### config.mk
export PLATFORM = sky130hd
export DESIGN_NAME = vid_timing_seq
export DESIGN_NICKNAME = d
export VERILOG_FILES = /design/src/rtl/vts_pkg.sv /design/src/rtl/vts_cfg_regs.sv /design/src/rtl/vts_seg_ctr.sv /design/src/rtl/vid_timing_seq.sv
export SDC_FILE = /design/constraint.sdc
export NUM_CORES = 1
export LEC_CHECK = 0
export BUFFER_PORTS_ARGS = -buffer_cell sky130_fd_sc_hd__buf_2
export CORE_ASPECT_RATIO = 0.9
export CORE_MARGIN = 2
export CORE_UTILIZATION = 55
export CTS_BUF_LIST = sky130_fd_sc_hd__clkbuf_2 sky130_fd_sc_hd__clkbuf_4 sky130_fd_sc_hd__clkbuf_8
export DETAILED_ROUTE_END_ITERATION = 10
export HOLD_SLACK_MARGIN = 0.1
export PLACE_DENSITY = 0.72
export SYNTH_ARGS = -nofsm -noshare
export SYNTH_HDL_FRONTEND = slang
export SYNTH_SLANG_ARGS = --single-unit
### constraint.sdc
create_clock -name clk -period 22.2 [get_ports clk]
set_clock_uncertainty 0.05 [all_clocks]
set_input_delay 4.44 -clock clk [delete_from_list [all_inputs] [get_ports clk]]
set_output_delay 4.44 -clock clk [all_outputs]
set_load 0.01 [all_outputs]
### src/rtl/vts_pkg.sv
package vts_pkg;
  localparam int CFG_AW = 4;
  localparam int CFG_DW = 32;

  // register addresses
  localparam logic [CFG_AW-1:0] A_HSA   = 4'd0;
  localparam logic [CFG_AW-1:0] A_HBP   = 4'd1;
  localparam logic [CFG_AW-1:0] A_HLINE = 4'd2;
  localparam logic [CFG_AW-1:0] A_HACT  = 4'd3;
  localparam logic [CFG_AW-1:0] A_VSA   = 4'd4;
  localparam logic [CFG_AW-1:0] A_VBP   = 4'd5;
  localparam logic [CFG_AW-1:0] A_VACT  = 4'd6;
  localparam logic [CFG_AW-1:0] A_VFP   = 4'd7;
  localparam logic [CFG_AW-1:0] A_MODE  = 4'd8;
  localparam logic [CFG_AW-1:0] A_POL   = 4'd9;

  typedef enum logic [1:0] {
    VT_PULSE = 2'd0,
    VT_EVENT = 2'd1,
    VT_BURST = 2'd2,
    VT_SPARE = 2'd3
  } vtype_e;

  // low-power mask bit positions
  localparam int LP_VSA = 0;
  localparam int LP_VBP = 1;
  localparam int LP_VFP = 2;
  localparam int LP_HFP = 3;
  localparam int LP_HBP = 4;
  localparam int LP_HSA = 5;
  localparam int LP_W   = 6;

  // polarity bit positions
  localparam int POL_DE = 0;
  localparam int POL_VS = 1;
  localparam int POL_HS = 2;
  localparam int POL_W  = 3;

  // segment indices in time order
  localparam int SEG_SYNC = 0;
  localparam int SEG_BP   = 1;
  localparam int SEG_ACT  = 2;
  localparam int SEG_FP   = 3;
  localparam int NSEG     = 4;
endpackage

### src/rtl/vts_cfg_regs.sv
module vts_cfg_regs
  import vts_pkg::*;
#(
  parameter int HW   = 16,
  parameter int VW   = 12,
  parameter int PIXW = 14
) (
  input  logic              clk,
  input  logic              rst,
  input  logic              we,
  input  logic [CFG_AW-1:0] addr,
  input  logic [CFG_DW-1:0] wdata,
  output logic [HW-1:0]     hsa,
  output logic [HW-1:0]     hbp,
  output logic [HW-1:0]     hline,
  output logic [PIXW-1:0]   hact,
  output logic [VW-1:0]     vsa,
  output logic [VW-1:0]     vbp,
  output logic [VW-1:0]     vact,
  output logic [VW-1:0]     vfp,
  output vtype_e            vtype,
  output logic [LP_W-1:0]   lp_mask,
  output logic [POL_W-1:0]  pol
);
  localparam int LP_LSB = 8;

  always_ff @(posedge clk) begin
    if (rst) begin
      hsa     <= '0;
      hbp     <= '0;
      hline   <= '0;
      hact    <= '0;
      vsa     <= '0;
      vbp     <= '0;
      vact    <= '0;
      vfp     <= '0;
      vtype   <= VT_PULSE;
      lp_mask <= '0;
      pol     <= '0;
    end else if (we) begin
      case (addr)
        A_HSA:   hsa   <= wdata[HW-1:0];
        A_HBP:   hbp   <= wdata[HW-1:0];
        A_HLINE: hline <= wdata[HW-1:0];
        A_HACT:  hact  <= wdata[PIXW-1:0];
        A_VSA:   vsa   <= wdata[VW-1:0];
        A_VBP:   vbp   <= wdata[VW-1:0];
        A_VACT:  vact  <= wdata[VW-1:0];
        A_VFP:   vfp   <= wdata[VW-1:0];
        A_MODE: begin
          vtype   <= vtype_e'(wdata[1:0]);
          lp_mask <= wdata[LP_LSB +: LP_W];
        end
        A_POL:   pol   <= wdata[POL_W-1:0];
        default: ;
      endcase
    end
  end
endmodule

### src/rtl/vts_seg_ctr.sv
module vts_seg_ctr
  import vts_pkg::*;
#(
  parameter int W = 16
) (
  input  logic                 clk,
  input  logic                 rst,
  input  logic                 clr,
  input  logic                 step,
  input  logic [NSEG-1:0][W-1:0] len,
  output logic [NSEG-1:0]      seg,
  output logic [W+1:0]         pos,
  output logic                 wrap
);
  localparam int SW = W + 2;

  logic [NSEG-1:0][SW-1:0] bnd;
  logic [SW-1:0]           last;

  // running segment end boundaries
  always_comb begin
    bnd[0] = SW'(len[0]);
    for (int i = 1; i < NSEG; i++) bnd[i] = bnd[i-1] + SW'(len[i]);
  end

  assign last = (bnd[NSEG-1] == '0) ? '0 : bnd[NSEG-1] - SW'(1);
  assign wrap = (pos >= last);

  // first segment whose end lies beyond pos; the last one catches the rest
  always_comb begin
    logic hit;
    seg = '0;
    hit = 1'b0;
    for (int i = 0; i < NSEG - 1; i++) begin
      if (!hit && pos < bnd[i]) begin
        seg[i] = 1'b1;
        hit    = 1'b1;
      end
    end
    if (!hit) seg[NSEG-1] = 1'b1;
  end

  always_ff @(posedge clk) begin
    if (rst || clr)  pos <= '0;
    else if (step)   pos <= wrap ? '0 : pos + SW'(1);
  end
endmodule

### src/rtl/vid_timing_seq.sv
module vid_timing_seq
  import vts_pkg::*;
#(
  parameter int HW   = 16,
  parameter int VW   = 12,
  parameter int PIXW = 14
) (
  input  logic              clk,
  input  logic              rst,
  input  logic              en,
  input  logic              cfg_we,
  input  logic [3:0]        cfg_addr,
  input  logic [31:0]       cfg_wdata,
  output logic              h_sync_o,
  output logic              h_bp_o,
  output logic              h_act_o,
  output logic              h_fp_o,
  output logic              v_sync_o,
  output logic              v_bp_o,
  output logic              v_act_o,
  output logic              v_fp_o,
  output logic              hsync_o,
  output logic              vsync_o,
  output logic              de_o,
  output logic              sol_o,
  output logic              sof_o,
  output logic              hss_o,
  output logic              hse_o,
  output logic              lp_ok_o
);
  localparam int HSW = HW + 2;
  localparam int VSW = VW + 2;

  logic [HW-1:0]    hsa, hbp, hline, hfp;
  logic [PIXW-1:0]  hact;
  logic [VW-1:0]    vsa, vbp, vact, vfp;
  vtype_e           vtype;
  logic [LP_W-1:0]  lp_mask;
  logic [POL_W-1:0] pol;

  vts_cfg_regs #(.HW(HW), .VW(VW), .PIXW(PIXW)) u_regs (
    .clk(clk), .rst(rst), .we(cfg_we), .addr(cfg_addr), .wdata(cfg_wdata),
    .hsa(hsa), .hbp(hbp), .hline(hline), .hact(hact),
    .vsa(vsa), .vbp(vbp), .vact(vact), .vfp(vfp),
    .vtype(vtype), .lp_mask(lp_mask), .pol(pol)
  );

  // front porch takes what the line total leaves over
  logic [HSW-1:0] hused;
  assign hused = HSW'(hsa) + HSW'(hbp) + HSW'(hact);
  assign hfp   = (HSW'(hline) > hused) ? HW'(HSW'(hline) - hused) : '0;

  logic [NSEG-1:0]  hseg, vseg;
  logic [HSW-1:0]   hpos;
  logic [VSW-1:0]   vpos;
  logic             hwrap, vwrap;

  vts_seg_ctr #(.W(HW)) u_hctr (
    .clk(clk), .rst(rst), .clr(!en), .step(en),
    .len({hfp, HW'(hact), hbp, hsa}),
    .seg(hseg), .pos(hpos), .wrap(hwrap)
  );

  vts_seg_ctr #(.W(VW)) u_vctr (
    .clk(clk), .rst(rst), .clr(!en), .step(en && hwrap),
    .len({vfp, vact, vbp, vsa}),
    .seg(vseg), .pos(vpos), .wrap(vwrap)
  );

  // decode of the current position
  logic at_sol, at_sof, nx_hss, nx_hse, nx_lp;
  assign at_sol = (hpos == '0);
  assign at_sof = at_sol && (vpos == '0);
  assign nx_hss = hseg[SEG_SYNC] && at_sol;
  assign nx_hse = (vtype == VT_PULSE) && hseg[SEG_SYNC] &&
                  (hpos == HSW'(hsa) - HSW'(1));

  always_comb begin
    nx_lp = 1'b0;
    if (vseg[SEG_SYNC])     nx_lp = lp_mask[LP_VSA];
    else if (vseg[SEG_BP])  nx_lp = lp_mask[LP_VBP];
    else if (vseg[SEG_FP])  nx_lp = lp_mask[LP_VFP];
    else if (hseg[SEG_SYNC]) nx_lp = lp_mask[LP_HSA];
    else if (hseg[SEG_BP])  nx_lp = lp_mask[LP_HBP];
    else if (hseg[SEG_FP])  nx_lp = lp_mask[LP_HFP];
  end

  always_ff @(posedge clk) begin
    if (rst) begin
      {h_sync_o, h_bp_o, h_act_o, h_fp_o} <= '0;
      {v_sync_o, v_bp_o, v_act_o, v_fp_o} <= '0;
      {hsync_o, vsync_o, de_o}            <= '0;
      {sol_o, sof_o, hss_o, hse_o, lp_ok_o} <= '0;
    end else if (!en) begin
      {h_sync_o, h_bp_o, h_act_o, h_fp_o} <= '0;
      {v_sync_o, v_bp_o, v_act_o, v_fp_o} <= '0;
      hsync_o <= pol[POL_HS];
      vsync_o <= pol[POL_VS];
      de_o    <= pol[POL_DE];
      {sol_o, sof_o, hss_o, hse_o, lp_ok_o} <= '0;
    end else begin
      h_sync_o <= hseg[SEG_SYNC];
      h_bp_o   <= hseg[SEG_BP];
      h_act_o  <= hseg[SEG_ACT];
      h_fp_o   <= hseg[SEG_FP];
      v_sync_o <= vseg[SEG_SYNC];
      v_bp_o   <= vseg[SEG_BP];
      v_act_o  <= vseg[SEG_ACT];
      v_fp_o   <= vseg[SEG_FP];
      hsync_o  <= hseg[SEG_SYNC] ^ pol[POL_HS];
      vsync_o  <= vseg[SEG_SYNC] ^ pol[POL_VS];
      de_o     <= (hseg[SEG_ACT] && vseg[SEG_ACT]) ^ pol[POL_DE];
      sol_o    <= at_sol;
      sof_o    <= at_sof;
      hss_o    <= nx_hss;
      hse_o    <= nx_hse;
      lp_ok_o  <= nx_lp;
    end
  end

  // a low enable idles every flag and strobe one cycle later
  p_idle_after_disable_r9: assert property (@(posedge clk) disable iff (rst)
    !en |=> !(h_sync_o || h_bp_o || h_act_o || h_fp_o || v_sync_o || v_bp_o ||
              v_act_o || v_fp_o || sol_o || sof_o || hss_o || hse_o || lp_ok_o));

  // at most one horizontal segment flag at a time
  p_one_hseg_r2: assert property (@(posedge clk) disable iff (rst)
    $onehot0({h_sync_o, h_bp_o, h_act_o, h_fp_o}));

  // a frame start is always a line start
  p_sof_is_sol_r5: assert property (@(posedge clk) disable iff (rst)
    sof_o |-> sol_o);

  // sync start falls on a line start inside sync
  p_hss_at_line_start_r6: assert property (@(posedge clk) disable iff (rst)
    hss_o |-> (sol_o && h_sync_o));

  // sync end only inside the sync segment
  p_hse_in_sync_r6: assert property (@(posedge clk) disable iff (rst)
    hse_o |-> h_sync_o);

  // no low power on an active pixel
  p_no_lp_active_r7: assert property (@(posedge clk) disable iff (rst)
    lp_ok_o |-> !(h_act_o && v_act_o));
endmodule

# Word level (Yosys, flattened, before mapping)
# Cells that the tools add are included.
[totals] regBits=169 inputBits=40 out_inout_bits=16 elab_cells=123
[classes] addsub=12 order_cmp=9 n_eq_ne=10 n_mux=26 n_bitwise=4 n_reduce_logical=33
[op_table] op="$logic_not 18->1" n=2
[op_table] op="$lt 18x18->1" n=2
[op_table] op="$mux 18" n=2
[op_table] op="$add 14x12->14" n=2
[op_table] op="$logic_not 14->1" n=2
[op_table] op="$lt 14x14->1" n=2
[op_table] op="$mux 14" n=2
[op_table] op="$mux 1" n=21
[op_table] op="$reduce_and 2->1" n=10
[op_table] op="$add 17x14->18" n=1
[op_table] op="$add 18x1->18 const B" n=1
[op_table] op="$add 18x16->18" n=1
[op_table] op="$eq 18x18->1" n=1
[op_table] op="$ge 18x18->1" n=1
[op_table] op="$gt 16x18->1" n=1
[op_table] op="$lt 18x16->1" n=1
[op_table] op="$sub 18x1->18 const B" n=1
[op_table] op="$add 16x16->17" n=1
[op_table] op="$sub 16x1->17 const B" n=1
[op_table] op="$eq 4x3->1 const B" n=4
[op_table] op="$mux 16" n=1
[op_table] op="$sub 16x16->16" n=1
[op_table] op="$add 14x1->14 const B" n=1
[op_table] op="$ge 14x14->1" n=1
[op_table] op="14 further kinds" n=31

# Longest topological paths before layout
# Gate-level depths: netlist (run 1).
[depth] ltp_word=14 mapped_depth=57 ltp_nobuf=53

# By module
# A second synthesis (run 1) with hierarchy kept.
[hier_totals] cells_unflattened=2017 area_unflattened_um2=16867.4
[by_module_without_submodules] mod="vts_seg_ctr at u_hctr" instances=1 cells_per_inst=683 area_each_um2=5178.7
[by_module_without_submodules] mod="vts_cfg_regs" instances=1 cells_per_inst=433 area_each_um2=4784.6
[by_module_without_submodules] mod="vts_seg_ctr at u_vctr" instances=1 cells_per_inst=526 area_each_um2=3951.3
[by_module_without_submodules] mod="vid_timing_seq" instances=1 cells_per_inst=375 area_each_um2=2952.8

# Least setup slack after synthesis (run 1)
# No wires, ideal clock.
[synth_timing] kind="register -> register" start="register u_regs.hsa[0]" end="register u_hctr.pos[10]" setup_time_ps=65 t_arrival_ps=10564 required_ps=22085 path_slack_ps=11521 path_stages_with_launch=51 path_buffers=4 synth_period_minus_slack_ps=10679 cell_sequence="dfxtp_1 -> ha_1 -> inv_1 -> fa_1 -> nor2b_1 -> o21ai_1 -> a21oi_2 -> or2_2 -> xor2_1 -> ha_1 -> a21oi_1 -> o21ai_0 -> o211a_1 -> a211o_1 -> xor2_1 -> inv_1 -> ha_1 -> a21oi_1 -> [... 15 more ...] -> xnor2_1 -> nor3b_1 -> nand4_1 -> clkbuf_1 -> o21ai_1 -> ha_1 -> a21o_1 -> a21oi_1 -> nor2b_1 -> o21ai_0 -> nand2b_1 -> a221o_1 -> o211ai_1 -> and2_1 -> clkbuf_1 -> nand2_1 -> clkbuf_1 -> nor2_1"
[synth_between] elab_chain_len=9 elab_cells_between_ends=11 cone_classes="5 x add/sub; 2 x order compare; 3 x mux; 1 x reduce/logical"
[synth_rtl] item="from (decl)" line="vts_cfg_regs.sv:13" rtl="output logic [HW-1:0] hsa,"
[synth_rtl] item="from (signal assigned)" line="vts_cfg_regs.sv:42" rtl="A_HSA: hsa <= wdata[HW-1:0];"
[synth_rtl] item="$add 16x16->17 (*)" line="vts_seg_ctr.sv:23, vid_timing_seq.sv:50"
[synth_rtl] item="$add 17x14->18 (*)" line="vts_seg_ctr.sv:23" rtl="for (int i = 1; i < NSEG; i++) bnd[i] = bnd[i-1] + SW'(len[i]);"
[synth_rtl] item="$sub 16x16->16 or $gt 16x18->1 (tied branches)" line="vid_timing_seq.sv:51" rtl="assign hfp = (HSW'(hline) > hused) ? HW'(HSW'(hline) - hused) : '0;"
[synth_rtl] item="$mux 16" line="vid_timing_seq.sv:51"
[synth_rtl] item="$add 18x16->18 (*)" line="vts_seg_ctr.sv:23"
[synth_rtl] item="$sub 18x1->18 or $logic_not 18->1 (tied branches)" line="vts_seg_ctr.sv:26" rtl="assign last = (bnd[NSEG-1] == '0) ? '0 : bnd[NSEG-1] - SW'(1);"
[synth_rtl] item="$mux 18 (*)" line="vts_seg_ctr.sv:26"
[synth_rtl] item="$ge 18x18->1 (*)" line="vts_seg_ctr.sv:27" rtl="assign wrap = (pos >= last);"
[synth_rtl] item="$mux 18 (*)" line="vts_seg_ctr.sv:45" rtl="else if (step) pos <= wrap ? '0 : pos + SW'(1);"
[synth_rtl] item="to (signal assigned)" line="vts_seg_ctr.sv:45"
[synth_rtl] item="to (decl)" line="vts_seg_ctr.sv:12" rtl="output logic [W+1:0] pos,"
# Every way passes the cells marked *; elsewhere a longest branch is shown, timed or not.
# A chain may end at the register's enable or synchronous reset.

# Worst setup path in the final report (run 1)
[layout_timing] start="register u_regs.hsa[0]" end="register u_vctr.pos[13]"
[layout_between] elab_chain_len=9 elab_cells_between_ends=11 cone_classes="5 x add/sub; 2 x order compare; 2 x mux; 2 x reduce/logical"
[layout_rtl] item="$add 16x16->17 (*)" line="vts_seg_ctr.sv:23, vid_timing_seq.sv:50"
[layout_rtl] item="$add 17x14->18 (*)" line="vts_seg_ctr.sv:23"
[layout_rtl] item="$sub 16x16->16 or $gt 16x18->1 (tied branches)" line="vid_timing_seq.sv:51"
[layout_rtl] item="$mux 16" line="vid_timing_seq.sv:51"
[layout_rtl] item="$add 18x16->18 (*)" line="vts_seg_ctr.sv:23"
[layout_rtl] item="$sub 18x1->18 or $logic_not 18->1 (tied branches)" line="vts_seg_ctr.sv:26"
[layout_rtl] item="$mux 18 (*)" line="vts_seg_ctr.sv:26"
[layout_rtl] item="$ge 18x18->1 (*)" line="vts_seg_ctr.sv:27"
[layout_rtl] item="$logic_and 1x1->1 (*)" line="vid_timing_seq.sv:65" rtl=".clk(clk), .rst(rst), .clr(!en), .step(en && hwrap),"
[layout_rtl] item="to (signal assigned)" line="vts_seg_ctr.sv:45"
[layout_rtl] item="to (decl)" line="vts_seg_ctr.sv:12"
# Marks and branches as above.

==> flow_summary_export.csv, run 1 <==
group,metric,value,unit
status,status,"finished, final reports clean",
worst_setup_path,cp.required,22520,ps
final_layout,syn_to_final_growth,5.50,%
synthesis,synthAdderAreaFrac,18.9,%
run,drv_cap,0,
synthesis,synth_mux_area_share,4.93,%
worst_setup_path,critical_path.reg2reg.startpoint,"u_regs.hsa[0]",
synthesis,synth_cell_types,95,
worst_setup_path,crit_path_end_kind,"flip-flop",
clock_tree,cts_hold_buf,0,
detailed_routing,drt-vias-per-instance,6.03,
clock_tree,cts.clk_slew.worst_paths,90,ps
timing,rsz0062_at_grt,"no",
detailed_routing,firstDrtPassIters,5,
synthesis,synth-xor-area-share,7.31,%
worst_setup_path,worstSetupStartpointType,"flip-flop",
final_layout,nFillCells,2572,
pwr,power_frac_clock,30.2,%
timing,slew_violations,0,
worst_setup_path,worst-path-buf-inv,2,
timing,fmaxAchievable,75.5,MHz
pwr,ir_drop,0.0000338,V
synthesis,ys_top_cells_by_area,"dfxtp_1 (22%), ha_1 (18%), a21oi_1 (5.0%)",
timing,fin_crit,13250,ps
worst_setup_path,critPathTopFamily,"compound AO/OA/AOI/OAI gates",
detailed_routing,drcViolationCount,0,
worst_hold_path,min_from,"u_regs.hact[3]",
clock_tree,cts_sinks,169,
worst_setup_path,worstPathArrival,13570,ps
synthesis,synth_compound_area_share,20.5,%
clock_tree,cts_tree,"built",
clock_tree,numCtsBuffers,17,
floorplan,start_util,55.5,%
grt,grt_pass1_vias,12800,
clock_tree,cts_buffer_depth,2,
clock_tree,clock_latency,490,ps
synthesis,yosysTopAreaCellShare,21.9,%
synthesis,syn_inst,1973,
final_layout,final_cells,2331,
grt,overflow,0,
grt,grt_max_degree,100,
synthesis,ys_seq_area_share,21.9,%
grt,grt_usage,28.9,%
detailed_routing,via_count,14100,
floorplan,coreArea,27800,sq um
synthesis,synth_top_area_cell,"dfxtp_1",
synthesis,syn_avg_cell_area,7.82,sq um
worst_setup_path,cp_slowest_stage_delay,730,ps
pwr,netSwitchingFraction,35.4,%
clock_tree,post_cts.repair.setup_buffers,0,
grt,grt_pass1_wl,67900,um
detailed_routing,drtAntennaViolNets,0,
clock_tree,cts_max_level,4,
pwr,comb_power_share,33.0,%
floorplan,std_cell_rows,58,
synthesis,synth_top_family_by_area,"simple AND/OR/NAND/NOR gates",
synthesis,syn-cell-area,15400,sq um
synthesis,ys.flop_type,"dfxtp_1",
timing,relSlewSlack,17.0,%
final_layout,drive_gt1_share,6.14,%
timing,setup_viol_count_final,0,
pwr,netSwitchingPower,299,uW
timing,finalHoldViolations,0,
synthesis,synth_nets,2240,
final_layout,fin_nets,2225,
synthesis,yosysWarnings,0,
timing,tns,0,ps
worst_setup_path,startpoint,"u_regs.hsa[0]",
placement,place_area,15800,sq um
timing,period_share,59.7,%
worst_setup_path,worstSetupPathType,"reg -> reg",
placement,portBuffers,39,
pwr,power_density,51.9,nW/um^2
pwr,finalPower,845,uW
placement,dpl.cell_count,2299,
worst_hold_path,hp-class,"reg -> reg",
clock_tree,cts_root_buffer,"clkbuf_8",
worst_setup_path,cp_max_fo,17,
worst_setup_path,critPathSlowestCell,"a21oi_1",
placement,gp_congestion,0.885,
synthesis,synth_edf_count,0,
synthesis,synth-seq-cells,169,
synthesis,async_flop_share,0,%
pwr,p_leak,7.32,nW
floorplan,dieWidth,181,um
clock_tree,cts_resized,0,
final_layout,stdcell_area,16300,sq um
detailed_routing,routedWlPerCell,18.3,um
floorplan,die_area,29400,sq um
pwr,p_seq_share,36.8,%
synthesis,synthSimpleGateAreaFrac,20.9,%
pwr,internal_power,546,uW
detailed_routing,drt_iter0_drc,1405,
timing,worstMarginPinSlew,1240,ps
detailed_routing,wirelength,42600,um
grt,antenna_found_initial,1,
placement,dpl.hpwl,32900,um
floorplan,ios,56,
floorplan,die_h,163,um
## kinds of logic (layout without fill, tap and decap cells)
kind of cell | count (synthesis) | in the layout
other | 0 | 1
XOR/XNOR | 128 | 128
adder cells (fa/ha/maj) | 230 | 230
buffers and inverters | 222 | 219
AO/OA/AOI/OAI | 476 | 476
AND/OR/NAND/NOR | 673 | 673
multiplexers | 75 | 75
flip-flops | 169 | 169
## through the flow
step	setup slack, ps	utilization, %	hold WS (ps)
floorplan	11520	-	390
finish	8950	58.6	413
global route	7900	58.6	444
global placement	9330	57.0	395
detailed placement	9140	57.0	402
CTS	9030	58.6	416
## layout by cell type, fill, tap and decap left out, drive strengths merged, types with 6 or more instances in the layout
cell,synthesis,routed
o21a,20,20
nor2b,21,21
o31a,6,6
and4,6,6
mux2i,73,73
and2,13,13
o211a,7,7
nor2,200,200
nor3,38,38
nand3,44,44
a2111oi,9,9
a211oi,21,21
nand2b,25,25
nand4,29,29
inv,140,144
buf,8,48
ha,220,220
a211o,7,7
o211ai,20,20
a21boi,7,7
nand3b,6,6
and3,22,22
or4,7,7
nor3b,14,14
nor4b,6,6
a21oi,159,159
o21ai,82,82
nand2,200,200
clkbuf,74,19
dfxtp,169,169
nor4,14,14
fa,7,7
a31oi,12,12
xnor2,73,73
o21bai,17,17
or2,9,9
a21o,64,64
or3,13,13
xor2,55,55
o2111ai,8,8
## path summary, 6_finish.rpt
kind         slack, ps  cells after the start              to
max               8950                     48  u_vctr.pos[13]
min                410                      2  u_regs.hact[3]
max reg2reg       8950                     48  u_vctr.pos[13]
min reg2reg        410                      2  u_regs.hact[3]
## Yosys cell counts, drive strengths merged, types with 7 or more instances
library cell	n
nor3b	14
or3	13
and3	22
a211o	7
nor3	38
a31oi	12
o211a	7
nor2b	21
nand2b	25
nand4	29
mux2i	73
and2	13
dfxtp	169
ha	220
a21oi	159
o21ai	82
xor2	55
nand2	200
nor4	14
or2	9
o211ai	20
a211oi	21
a2111oi	9
buf	8
clkbuf	74
nand3	44
fa	7
or4	7
xnor2	73
a21boi	7
o2111ai	8
nor2	200
inv	140
a21o	64
o21bai	17
o21a	20
## final cells by class
class                   instances  area (sq um)  area share (%)
clock inverters                12           185            1.14
well taps                     360           450            2.77
multi-input cells            1582         11200            68.8
clock buffers                  19           262            1.61
diodes                          1          2.50          0.0154
inverters                     140           526            3.23
repair buffers                 48           265            1.63
flip-flops and latches        169          3380            20.8
## metal layers
layer | track usage (%) | share of wire (%)
met1 | 43.8 | 49
met2 | 42.3 | 41
met3 | 5.10 | 8.9
met4 | 6.45 | 1.4
met5 | 0 | 0
## worst reg2reg max path, delay by kind of cell (launching register included)
family                     cells  cell delay, ps
AOI/OAI and AO/OA             22            5740
and+or+nand+nor               14            3600
adders and majority gates      6            2000
xor gates and xnor gates       4            1130
DFF                            1             430
buffers and inverters          2             210
## sequential cells by signal, summed over array words and instances, names as in the netlist, 2 cells and up
signal          cells
u_regs.vfp         12
u_regs.hsa         16
u_regs.vbp         12
u_vctr.pos         14
u_regs.vact        12
u_regs.pol          3
u_regs.lp_mask      6
u_regs.hbp         16
u_regs.hline       16
u_regs.vtype        2
u_regs.vsa         12
u_regs.hact        14
u_hctr.pos         18
## power by group through the flow
stage                     clock network [mW]  logic [mW]  registers (mW)
final                                  0.255       0.279           0.311
after global routing                   0.270       0.312           0.312
after CTS                              0.256       0.276           0.311
after detailed placement                   0       0.274           0.318
after global placement                     0       0.265           0.318
after floorplan                            0       0.211           0.318
Power figures use the tool's default switching activity.
==> run 2: changes to the inputs <==
--- a/config.mk
+++ b/config.mk
@@ -12,7 +12,7 @@
 export CTS_BUF_LIST = sky130_fd_sc_hd__clkbuf_2 sky130_fd_sc_hd__clkbuf_4 sky130_fd_sc_hd__clkbuf_8
 export DETAILED_ROUTE_END_ITERATION = 10
 export HOLD_SLACK_MARGIN = 0.1
-export PLACE_DENSITY = 0.72
+export PLACE_DENSITY = 0.75
 export SYNTH_ARGS = -nofsm -noshare
 export SYNTH_HDL_FRONTEND = slang
 export SYNTH_SLANG_ARGS = --single-unit
==> constraint.sdc (replaced) <==
create_clock -name clk -period 11 [get_ports clk]
set_clock_uncertainty 0.05 [all_clocks]
set_input_delay 2.2 -clock clk [delete_from_list [all_inputs] [get_ports clk]]
set_output_delay 2.2 -clock clk [all_outputs]
set_load 0.01 [all_outputs]
==> run 2 against run 1 <==
  * The flow now finishes with violations (design-rule violations)
  * Cell area increased by 4.6%
  * Sequential power rose by 100%
  * Sequential share of layout area fell by 0.88 points
  * Die area is the same
  * Non-clock buffer count grew 66
  * Fmax rose by 26%
  * Global-route usage rose by 0.26 points
  * Sequential cell count is the same
  * Wire length up 2.8%
  * Critical path depth grew 5
  * First-iteration DRC count decreased by 6.3%
  * Largest power group is now combinational cells
  * Highest routed layer is now met5
==> flow_summary_export.csv, run 2 (synthesis gave the netlist of run 1 again) <==
group,metric,value,unit
timing,fmaxAchievable,95.4,MHz
pwr,p_seq_share,35.3,%
placement,portBuffers,39,
final_layout,nFillCells,2434,
worst_setup_path,cp.required,11370,ps
clock_tree,cts_buffer_depth,2,
final_layout,final_cells,2395,
timing,period_share,95.3,%
pwr,power_density,104,nW/um^2
detailed_routing,via_count,14400,
floorplan,coreArea,27800,sq um
detailed_routing,drcViolationCount,1,
worst_hold_path,hp-class,"reg -> reg",
placement,gp_congestion,0.910,
worst_setup_path,worstSetupPathType,"reg -> reg",
clock_tree,cts_root_buffer,"clkbuf_8",
placement,dpl.cell_count,2348,
worst_setup_path,cp_max_fo,7,
clock_tree,clock_latency,480,ps
final_layout,final_cell_mix,"ha_1 (214), nor2_1 (200), nand2_1 (197)",
detailed_routing,wirelength,43800,um
final_layout,fin_nets,2291,
timing,slew_violations,0,
final_layout,stdcell_area,17000,sq um
timing,fin_crit,10480,ps
grt,grt_pass1_vias,13100,
status,status,"finished with violations",
run,drv_cap,0,
worst_setup_path,worstSetupStartpointType,"flip-flop",
timing,relSlewSlack,36.8,%
pwr,power_frac_clock,29.2,%
floorplan,die_h,163,um
clock_tree,cts_hold_buf,0,
timing,worstMarginPinSlew,948,ps
pwr,internal_power,1.17,mW
pwr,p_leak,7.71,nW
grt,antenna_found_initial,3,
status,violations,"design-rule violations",
pwr,comb_power_share,35.5,%
clock_tree,cts_max_level,4,
worst_setup_path,cpMostUsedCell,"a21o_1",
grt,grt_pass1_wl,68600,um
grt,grt_max_degree,92,
worst_setup_path,crit_path_end_kind,"flip-flop",
clock_tree,cts_tree,"built",
clock_tree,numCtsBuffers,17,
timing,setup_viol_count_final,0,
pwr,netSwitchingFraction,34.4,%
floorplan,ios,56,
final_layout,syn_to_final_growth,10.4,%
placement,dpl.hpwl,33600,um
floorplan,std_cell_rows,58,
floorplan,die_area,29400,sq um
floorplan,dieWidth,181,um
grt,overflow,0,
placement,place_area,16200,sq um
final_layout,drive_gt1_share,11.1,%
pwr,finalPower,1.78,mW
final_layout,final_common_cell,"ha_1",
worst_setup_path,critPathSlowestCell,"or3_4",
detailed_routing,firstDrtPassIters,9,
detailed_routing,drtAntennaViolNets,0,
clock_tree,cts_sinks,169,
timing,finalHoldViolations,0,
final_layout,top_register,"u_hctr.pos",
worst_setup_path,worstPathArrival,10850,ps
pwr,ir_drop,0.000107,V
final_layout,num_antenna_cells,0,
final_layout,largest_register_ffs,18,
pwr,netSwitchingPower,611,uW
detailed_routing,drt-vias-per-instance,6.00,
floorplan,start_util,55.5,%
clock_tree,cts.clk_slew.worst_paths,90,ps
worst_setup_path,cp_slowest_stage_delay,380,ps
detailed_routing,drt_iter0_drc,1316,
detailed_routing,routedWlPerCell,18.3,um
grt,grt_usage,29.2,%
==> run 2: cell count changes in the layout (fill, tap and decap cells not counted), moves of 5 or more <==
cell	previous run	this run
buf_4	10	73
ha_1	220	214
xnor2_1	72	67
xnor2_2	1	6
xor2_1	55	50
==> run 2: layout make-up <==
type / instances / area [sq um] / share of cell area [%]
Tap cell: 360 / 450 / 2.64
Clock buffer: 19 / 249 / 1.46
Sequential cell: 169 / 3390 / 19.9
Timing Repair Buffer: 114 / 772 / 4.53
Inverter: 140 / 526 / 3.08
Multi-Input combinational cell: 1582 / 11500 / 67.2
Clock inverter: 11 / 198 / 1.16
==> run 2: repair_timing <==
item | 4_1_cts | 5_1_grt
gates cloned | 0 | 1
gates resized for setup | 3 | 51
endpoints found under the setup margin | 22 | 32
buffers inserted | 1 | 15
pin swaps | 1 | 16
==> run 2: path summary, 6_finish.rpt <==
check                           cells after the start  slack, ps           from             to
worst max-delay path                               53        520  u_regs.hsa[5]  u_hctr.pos[4]
worst min-delay path                                2        410  u_regs.hbp[2]  u_regs.hbp[2]
worst max register to register                     53        520  u_regs.hsa[5]  u_hctr.pos[4]
worst min register to register                      2        410  u_regs.hbp[2]  u_regs.hbp[2]
==> run 2: worst max-delay path: cells and delay by family (launching register included) <==
family                     cells  cell delay [ps]
xor gates and xnor gates       2              400
muxes                          1               90
AOI/OAI and AO/OA             26             4810
and+or+nand+nor               13             2360
buffers and inverters          6              960
DFF                            1              360
adders and majority gates      5             1380
==> run 2: power groups by stage <==
stage	registers (mW)	logic, mW	clock network [mW]
floorplan	0.641	0.426	0
global placement	0.642	0.572	0
detailed placement	0.642	0.592	0
CTS	0.628	0.600	0.521
global route	0.629	0.698	0.545
finish	0.628	0.630	0.518
==> run 2: metrics by stage <==
stage	hold slack, ps	setup TNS, ps	worst slack (ps)	util [%]
after floorplan	390	0	321	-
after global placement	395	0	255	58.3
after global routing	435	-887	-100	61.3
after detailed placement	402	-148	-26.5	58.3
after CTS	414	0	10.6	60.0
final	414	0	521	61.3
==> run 2: layer usage <==
metal / track usage (%) / part of all wire [%] / vias to the layer above
met3: 5.75 / 9.2 / 63
met1: 42.6 / 47 / 6673
met2: 43.9 / 42 / 535
met4: 7.22 / 1.9 / 2
met5: 0 / 0.030 / -
li1: - / - / 7092
==> run 3: changes to the inputs <==
--- a/config.mk
+++ b/config.mk
@@ -8,11 +8,11 @@
 export BUFFER_PORTS_ARGS = -buffer_cell sky130_fd_sc_hd__buf_2
 export CORE_ASPECT_RATIO = 0.9
 export CORE_MARGIN = 2
-export CORE_UTILIZATION = 55
+export CORE_UTILIZATION = 50
 export CTS_BUF_LIST = sky130_fd_sc_hd__clkbuf_2 sky130_fd_sc_hd__clkbuf_4 sky130_fd_sc_hd__clkbuf_8
 export DETAILED_ROUTE_END_ITERATION = 10
 export HOLD_SLACK_MARGIN = 0.1
-export PLACE_DENSITY = 0.75
+export PLACE_DENSITY = 0.69
 export SYNTH_ARGS = -nofsm -noshare
 export SYNTH_HDL_FRONTEND = slang
 export SYNTH_SLANG_ARGS = --single-unit
==> run 3 against run 2 <==
  * The run now ends clean
  * Setup slack lost 110 ps
  * Cell area shrank 0.72%
  * Critical path depth is 4 lower
  * Combinational power down 2%
  * Wire length grew 0.13%
  * Register-to-register slack worse by 110 ps
  * Largest cell class unchanged
  * Largest power group is now registers
  * Highest routed layer is now met4
==> flow_summary_export.csv, run 3 (synthesis gave the netlist of run 1 again) <==
group,metric,value,unit
status,status,"finished, final reports clean",
clock_tree,cts_tree,"built",
timing,setup_viol_count_final,0,
detailed_routing,wirelength,43900,um
final_layout,final_cells,2437,
grt,overflow,0,
floorplan,die_h,171,um
floorplan,die_area,32300,sq um
final_layout,largest_register_ffs,18,
worst_setup_path,cp_slowest_stage_delay,390,ps
timing,relSlewSlack,45.5,%
floorplan,coreArea,30600,sq um
grt,antenna_found_initial,0,
timing,period_share,96.2,%
pwr,ir_drop,0.0000855,V
final_layout,num_antenna_cells,0,
clock_tree,cts_max_level,4,
clock_tree,numCtsBuffers,17,
timing,worstMarginPinSlew,817,ps
worst_setup_path,cp.required,11370,ps
clock_tree,cts_sinks,169,
clock_tree,cts_hold_buf,0,
placement,dpl.cell_count,2397,
final_layout,syn_to_final_growth,9.60,%
detailed_routing,drt_iter0_drc,1134,
detailed_routing,drcViolationCount,0,
timing,fmaxAchievable,94.5,MHz
timing,finalHoldViolations,0,
worst_hold_path,hp-class,"reg -> reg",
timing,fin_crit,10580,ps
grt,grt_pass1_wl,69300,um
grt,grt_pass1_vias,13100,
final_layout,top_register,"u_hctr.pos",
grt,grt_max_degree,79,
placement,gp_congestion,0.908,
final_layout,final_common_cell,"ha_1",
detailed_routing,via_count,14200,
detailed_routing,firstDrtPassIters,6,
final_layout,regArea,3390,sq um
timing,slew_violations,0,
worst_setup_path,worstSetupPathType,"reg -> reg",
placement,portBuffers,39,
pwr,finalPower,1.69,mW
pwr,p_leak,7.63,nW
worst_setup_path,worstPathArrival,10950,ps
worst_setup_path,critPathSlowestCell,"a2111oi_4",
run,drv_cap,0,
final_layout,multi_input_area,11400,sq um
clock_tree,cts.clk_slew.worst_paths,100,ps
clock_tree,cts_root_buffer,"clkbuf_8",
detailed_routing,routedWlPerCell,18.0,um
worst_setup_path,crit_path_end_kind,"flip-flop",
floorplan,std_cell_rows,61,
clock_tree,cts_buffer_depth,2,
clock_tree,clock_latency,490,ps
pwr,power_density,99.9,nW/um^2
grt,grt_usage,27.1,%
worst_setup_path,cp_max_fo,8,
floorplan,dieWidth,189,um
detailed_routing,drt-vias-per-instance,5.83,
floorplan,ios,56,
timing,hold_ws,415,ps
final_layout,final_cell_mix,"ha_1 (216), nor2_1 (200), nand2_1 (198)",
timing,tns,0,ps
final_layout,fin_nets,2282,
detailed_routing,drtAntennaViolNets,0,
final_layout,nFillCells,2867,
final_layout,drive_gt1_share,10.4,%
floorplan,start_util,50.4,%
placement,dpl.hpwl,33700,um
worst_setup_path,worstSetupStartpointType,"flip-flop",
run 3: changes by cell type in the layout (fill, tap and decap cells not counted), sizes merged:
| cell | delta |
|---|---|
| buf | -9 |
| inv | +5 |
| clkinv | +2 |
| bufinv | -4 |
| clkinvlp | +1 |
| clkbuf | -2 |
run 3: metrics by stage:
stage	setup slack (ps)	area, sq um	utilization, %
after detailed placement	-273	16300	53.1
after global routing	-95.7	16900	55.3
after global placement	-144	16300	53.1
final	415	16900	55.3
after CTS	32.3	16700	54.4
after floorplan	321	15400	-
run 3: what timing repair did:
item,CTS,global route
cloned,0,1
pin swaps,0,11
gates resized for setup,5,40
endpoints found under the hold margin,0,0
endpoints found under the setup margin,32,32
buffers inserted,0,7
run 3: metal layers:
metal / track usage, % / wire length, um / vias up
met5: 0 / 0 / -
met4: 5.88 / 577 / 0
met3: 4.33 / 2610 / 40
met2: 40.8 / 18500 / 383
met1: 40.4 / 22200 / 6708
li1: - / - / 7082
run 3: worst paths after layout:
kind	startpoint	endpoint	depth (start not counted)	slack (ps)
worst max-delay path	u_regs.hsa[5]	u_hctr.pos[3]	49	420
worst min-delay path	u_regs.hbp[6]	u_regs.hbp[6]	2	420
worst max register to register	u_regs.hsa[5]	u_hctr.pos[3]	49	420
worst min register to register	u_regs.hbp[6]	u_regs.hbp[6]	2	420
run 3: area by class of cell:
class                   count  area share, %
repair buffers            105           4.16
multi-input cells        1582           67.5
inverters                 140           3.11
well taps                 409           3.03
clock inverters            15          0.821
flip-flops and latches    169           20.0
clock buffers              17           1.38
run 3: worst max-delay path, delay by kind of cell (launching register included):
family	cells	cell delay, ps
XOR/XNOR	3	490
buffers and inverters	4	700
flip-flops	1	370
AND/OR/NAND/NOR	16	2550
adder cells (fa/ha/maj)	5	1510
AO/OA/AOI/OAI	21	4830
run 3: report_power, final:
group	switching (mW)	internal [mW]	leakage (nW)	total [mW]
clock network	0.259	0.183	0.188	0.442
registers	0.00710	0.621	1.37	0.628
logic	0.355	0.265	6.08	0.620
total	0.621	1.07	7.63	1.69
